[config.mk]
export PLATFORM = sky130hd
export DESIGN_NAME = fwft_status_flags
export DESIGN_NICKNAME = d
export VERILOG_FILES = /design/src/rtl/fwft_flag_pkg.sv /design/src/rtl/fwft_occupancy_ctr.sv /design/src/rtl/fwft_zone_classify.sv /design/src/rtl/fwft_status_flags.sv
export SDC_FILE = /design/constraint.sdc
export NUM_CORES = 1
export LEC_CHECK = 0
export BUFFER_PORTS_ARGS = -buffer_cell sky130_fd_sc_hd__buf_2
export CORE_MARGIN = 1
export CORE_UTILIZATION = 42
export DETAILED_ROUTE_END_ITERATION = 8
export GPL_TIMING_DRIVEN = 0
export PLACE_DENSITY = 0.69
export SETUP_SLACK_MARGIN = 0.1
export SLEW_MARGIN = 20
export SYNTH_ARGS = -nofsm -noshare
export SYNTH_HDL_FRONTEND = slang
export SYNTH_HIERARCHICAL = 1
export SYNTH_SLANG_ARGS = --single-unit
[constraint.sdc]
create_clock -name clk -period 6 [get_ports clk]
set_input_delay 1.8 -clock clk [delete_from_list [all_inputs] [get_ports clk]]
set_output_delay 1.8 -clock clk [all_outputs]
set_load 0.005 [all_outputs]
[src/rtl/fwft_flag_pkg.sv]
package fwft_flag_pkg;

    typedef enum logic [2:0] {
        ZN_EMPTY     = 3'd0,
        ZN_SPARSE    = 3'd1,
        ZN_LOWER     = 3'd2,
        ZN_UPPER     = 3'd3,
        ZN_NEAR_FULL = 3'd4,
        ZN_FULL      = 3'd5
    } zone_e;

endpackage

[src/rtl/fwft_occupancy_ctr.sv]
module fwft_occupancy_ctr #(
    parameter int DEPTH = 1024,
    localparam int CNT_W = $clog2(DEPTH + 2)
) (
    input  logic             clk,
    input  logic             rst_n,
    input  logic             wr_en,
    input  logic             rd_en,
    output logic [CNT_W-1:0] count_q,
    output logic [CNT_W-1:0] count_d
);

    localparam logic [CNT_W-1:0] CAPACITY = CNT_W'(DEPTH + 1);

    logic wr_take;
    logic rd_take;

    // Acceptance is decided from the present count, which always matches the flags.
    assign wr_take = wr_en && (count_q != CAPACITY);
    assign rd_take = rd_en && (count_q != '0);

    always_comb begin
        count_d = count_q;
        unique case ({wr_take, rd_take})
            2'b10:   count_d = count_q + CNT_W'(1);
            2'b01:   count_d = count_q - CNT_W'(1);
            default: count_d = count_q;
        endcase
    end

    always_ff @(posedge clk or negedge rst_n) begin
        if (!rst_n) count_q <= '0;
        else        count_q <= count_d;
    end

endmodule

[src/rtl/fwft_zone_classify.sv]
module fwft_zone_classify
    import fwft_flag_pkg::*;
#(
    parameter int DEPTH = 1024,
    localparam int CNT_W = $clog2(DEPTH + 2),
    localparam int OFS_W = $clog2(DEPTH)
) (
    input  logic [CNT_W-1:0] count,
    input  logic [OFS_W-1:0] empty_ofs,
    input  logic [OFS_W-1:0] full_ofs,
    output zone_e            zone
);

    localparam logic [CNT_W-1:0] HALF_EDGE = CNT_W'(DEPTH / 2 + 1);
    localparam logic [CNT_W-1:0] ARRAY_SZ  = CNT_W'(DEPTH);

    logic [CNT_W-1:0] sparse_top;
    logic [CNT_W-1:0] upper_top;

    assign sparse_top = CNT_W'(empty_ofs) + CNT_W'(1);
    assign upper_top  = ARRAY_SZ - CNT_W'(full_ofs);

    // Zones are tested in ascending order; valid offsets keep them disjoint.
    always_comb begin
        if (count == '0)               zone = ZN_EMPTY;
        else if (count <= sparse_top)  zone = ZN_SPARSE;
        else if (count <= HALF_EDGE)   zone = ZN_LOWER;
        else if (count <= upper_top)   zone = ZN_UPPER;
        else if (count <= ARRAY_SZ)    zone = ZN_NEAR_FULL;
        else                           zone = ZN_FULL;
    end

endmodule

[src/rtl/fwft_status_flags.sv]
module fwft_status_flags
    import fwft_flag_pkg::*;
#(
    parameter int DEPTH = 1024,
    localparam int CNT_W = $clog2(DEPTH + 2),
    localparam int OFS_W = $clog2(DEPTH)
) (
    input  logic             clk,
    input  logic             rst_n,
    input  logic             wr_en,
    input  logic             rd_en,
    input  logic [OFS_W-1:0] empty_ofs,
    input  logic [OFS_W-1:0] full_ofs,
    output logic             wr_block,
    output logic             afull_n,
    output logic             hfull_n,
    output logic             aempty_n,
    output logic             rd_block,
    output logic [CNT_W-1:0] word_count
);

    logic [CNT_W-1:0] count_next;
    zone_e            zone_d;
    zone_e            zone_q;

    fwft_occupancy_ctr #(.DEPTH(DEPTH)) ctr_i (
        .clk     (clk),
        .rst_n   (rst_n),
        .wr_en   (wr_en),
        .rd_en   (rd_en),
        .count_q (word_count),
        .count_d (count_next)
    );

    // Classifying the next count keeps the zone register aligned with the count register.
    fwft_zone_classify #(.DEPTH(DEPTH)) cls_i (
        .count     (count_next),
        .empty_ofs (empty_ofs),
        .full_ofs  (full_ofs),
        .zone      (zone_d)
    );

    always_ff @(posedge clk or negedge rst_n) begin
        if (!rst_n) zone_q <= ZN_EMPTY;
        else        zone_q <= zone_d;
    end

    always_comb begin
        wr_block = 1'b0;
        afull_n  = 1'b1;
        hfull_n  = 1'b1;
        aempty_n = 1'b0;
        rd_block = 1'b0;
        unique case (zone_q)
            ZN_EMPTY: begin
                rd_block = 1'b1;
            end
            ZN_SPARSE: begin
                aempty_n = 1'b0;
            end
            ZN_LOWER: begin
                aempty_n = 1'b1;
            end
            ZN_UPPER: begin
                aempty_n = 1'b1;
                hfull_n  = 1'b0;
            end
            ZN_NEAR_FULL: begin
                aempty_n = 1'b1;
                hfull_n  = 1'b0;
                afull_n  = 1'b0;
            end
            ZN_FULL: begin
                aempty_n = 1'b1;
                hfull_n  = 1'b0;
                afull_n  = 1'b0;
                wr_block = 1'b1;
            end
            default: begin
                rd_block = 1'b1;
            end
        endcase
    end

endmodule

==> results.py <==
metrics = {
    "global_routing": {
        "grtUsageMet2": 0.326,
        "grt_antenna_before_repair": 0,
        "grtUsageTotal": 0.184,
        "grt.met1_usage": 0.236,
        "top_usage_layer": "met2",
        "met3_usage": 0.0117,
        "overflow": 0,
        "grt_first_pass_wirelength_um": 7290,
        "grt_pass1_vias": 1671,
        "grt_max_degree": 15,
    },
    "timing": {
        "rsz0062_at_grt": "no",
        "finalSetupViolations": 0,
        "min_period_ns": 5.40,
        "fmax_mhz": 185,
        "post-route-period-util": 0.900,
        "fin_worst_skew_ns": 0.00259,
        "slew_viol_final": 0,
        "relSlewSlack": 0.449,
        "tns_ns": 0,
        "worst_pin_slew_ns": 0.819,
        "hold_violations": 0,
        "setup_ws_ns": 0.602,
    },
    "power_and_ir_drop": {
        "seqPwrFrac": 0.205,
        "irDropWorstVdd_mv": 0.141,
        "power_density_nw_per_um2": 442,
        "intPower_mw": 0.494,
        "p_clk_frac": 0.091,
        "switchingPower_mw": 0.479,
        "power_leakage_nw": 1.07,
        "sw_frac_of_total": 0.492,
        "pwr-share-comb": 0.704,
    },
    "die": {
        "start_util": 0.436,
        "die-width_um": 69.0,
        "io_pins": 40,
        "row_count": 24,
        "dieHeight_um": 69.0,
        "coreArea_um2": 4320,
        "fp.dieArea_um2": 4760,
    },
    "critical_path": {
        "r2r_end": "zone_q[0]",
        "ff2ff_setup_slack_ns": 1.16,
        "arrival_ns": 5.58,
        "required_ns": 6.18,
        "startpoint": "rd_en",
        "worstReg2RegStart": "ctr_i/count_q[6]",
        "path_max_fanout": 14,
        "rr_worst_depth": 17,
        "crit_type": "in2reg",
        "cp-end-kind": "flop",
        "cp-start-kind": "primary input",
    },
    "final_layout": {
        "n_antenna_cell": 0,
        "fill_cells": 433,
        "multi_input_area_um2": 1470,
        "ff_latch_area_um2": 350,
        "drive_above_1_share": 0.185,
        "finalNetCount": 336,
        "finalNonFillerCells": 327,
        "syn_to_final_growth_pct": 16.7,
        "stdcell_area_um2": 2200,
    },
    "synthesis": {
        "ys_async_sr_fraction": 1.00,
        "synth.most_common_cell": "ha_1",
        "synth_top_area_frac": 0.232,
        "synth-seq-cells": 14,
        "synth-edff-count": 0,
        "syn_area_um2": 1890,
        "yosys-top-cells-count": "ha_1, nand2_1, o21ai_0",
        "synth_fp_nets": 292,
        "ys_seq_area_frac": 0.186,
        "synth_cell_types": 40,
        "avgSynthCellArea_um2": 8.13,
        "synth_top_cell_by_area": "ha_1",
        "ys_warn_count": 6,
        "synth_flop_cell": "dfrtp_1",
        "ys_top_cells_by_area": "ha_1, dfrtp_1, xor2_1",
        "netlist_instances": 232,
    },
    "hold_path": {
        "holdPathEnd": "ctr_i/count_q[1]",
        "worstHoldStart": "ctr_i/count_q[1]",
        "hp-class": "reg2reg",
        "holdPathStages": 1,
    },
    "clock_tree": {
        "cts_buffers": 3,
        "clock_latency_ns": 0.24,
        "clk_pin_slew_ns": 0.05,
        "clkSinkCount": 14,
        "clockBufferDepth": 2,
        "cts_tree": "done",
        "hold_buffers": 0,
        "cts_setup_buffers": 0,
        "root_buffer": "clkbuf_8",
        "h-tree-depth": 1,
        "ctsResizeCount": 0,
    },
    "routing": {
        "drt_pass1_iterations": 6,
        "finalWirelength_um": 4150,
        "drtIter0Drc": 80,
        "vias": 1840,
        "viasPerCell": 5.63,
        "drc_errors": 0,
        "wire_per_inst_um": 12.7,
        "ant_nets": 0,
    },
    "place": {
        "place_inst": 323,
        "hpwl_um": 3550,
        "port_buffers": 39,
        "placed_cell_area_um2": 2150,
        "gp_congestion": 0.880,
        "pre_cts_ws_ns": 0.329,
    },
    "run": {
        "maxCapViolations": 0,
    },
    "run_status": {
        "outcome": "finished clean",
    },
}
-- cell families after synthesis --
family | count (synthesis) | synth area share
xor+xnor | 23 | 0.107
buf+inv | 18 | 0.0358
flops | 14 | 0.186
simple gates | 82 | 0.221
mux | 1 | 0.00597
compound gates | 58 | 0.202
fa+ha+maj | 36 | 0.243
-- layer usage --
layer,part of all wire,vias up
met2,0.48,45
met4,0.014,0
met1,0.48,835
met5,0,-
li1,-,955
met3,0.032,5
-- critical path, stage by stage --
cell     delay (ns)
buf_2          0.09
o31a_2         0.10
ha_1           0.40
fa_1           0.52
a211o_1        0.35
a21oi_1        0.19
o21ai_0        0.14
xnor2_1        0.14
o21ai_0        0.52
ha_1           0.36
a21oi_1        0.15
nor2b_1        0.05
o21ai_0        0.14
nand2_1        0.07
o31ai_1        0.36
o21a_1         0.19
-- area by class of cell --
cell class	instances	share of cell area
Sequential cell	14	0.159
Multi-Input combinational cell	200	0.667
Inverter	16	0.0273
Timing Repair Buffer	39	0.0886
Tap cell	52	0.0295
Buffer	2	0.00341
Clock buffer	4	0.0250
-- sequential cells by signal (all words and copies together) (netlist names) --
name           cells
ctr_i/count_q     11
zone_q             3
-- per-stage QoR --
stage	hold slack, ns	util	power (mW)
3_3_place_gp	0.720	0.497	0.867
4_1_cts	0.749	0.509	0.977
6_report	0.739	0.509	0.973
3_5_place_dp	0.735	0.497	0.883
5_1_grt	0.799	0.509	1.08
2_1_floorplan	0.625	-	0.683
-- power groups by stage --
stage          registers [mW]  clock network, mW  logic [mW]
3_5_place_dp            0.201                  0       0.682
3_3_place_gp            0.200                  0       0.667
5_1_grt                 0.209             0.0947       0.780
4_1_cts                 0.199             0.0901       0.688
6_report                0.200             0.0886       0.685
2_1_floorplan           0.191                  0       0.492
-- how the worst max path moves through the flow --
| stage | endpoint | slack, ns | depth (start not counted) |
|---|---|---|---|
| 3_3_place_gp | zone_q[0] | 0.41 | 16 |
| 2_1_floorplan | zone_q[1] | 1.02 | 15 |
| 6_report | zone_q[0] | 0.60 | 16 |
| 3_5_place_dp | zone_q[2] | 0.33 | 16 |
| 4_1_cts | zone_q[0] | 0.58 | 16 |
| 5_1_grt | zone_q[1] | 0.30 | 15 |
-- placed cells by master (no fill, tap or decap), drive strengths merged, types with 5 or more instances in the layout --
cell type,n
nand3,12
inv,16
a21o,5
nand2,21
nor4,8
xor2,14
buf,39
a21oi,14
xnor2,9
o21ai,15
ha,35
dfrtp,14
nor3,5
clkbuf,6
and3,7
nor2,13
Power figures use the tool's default switching activity.
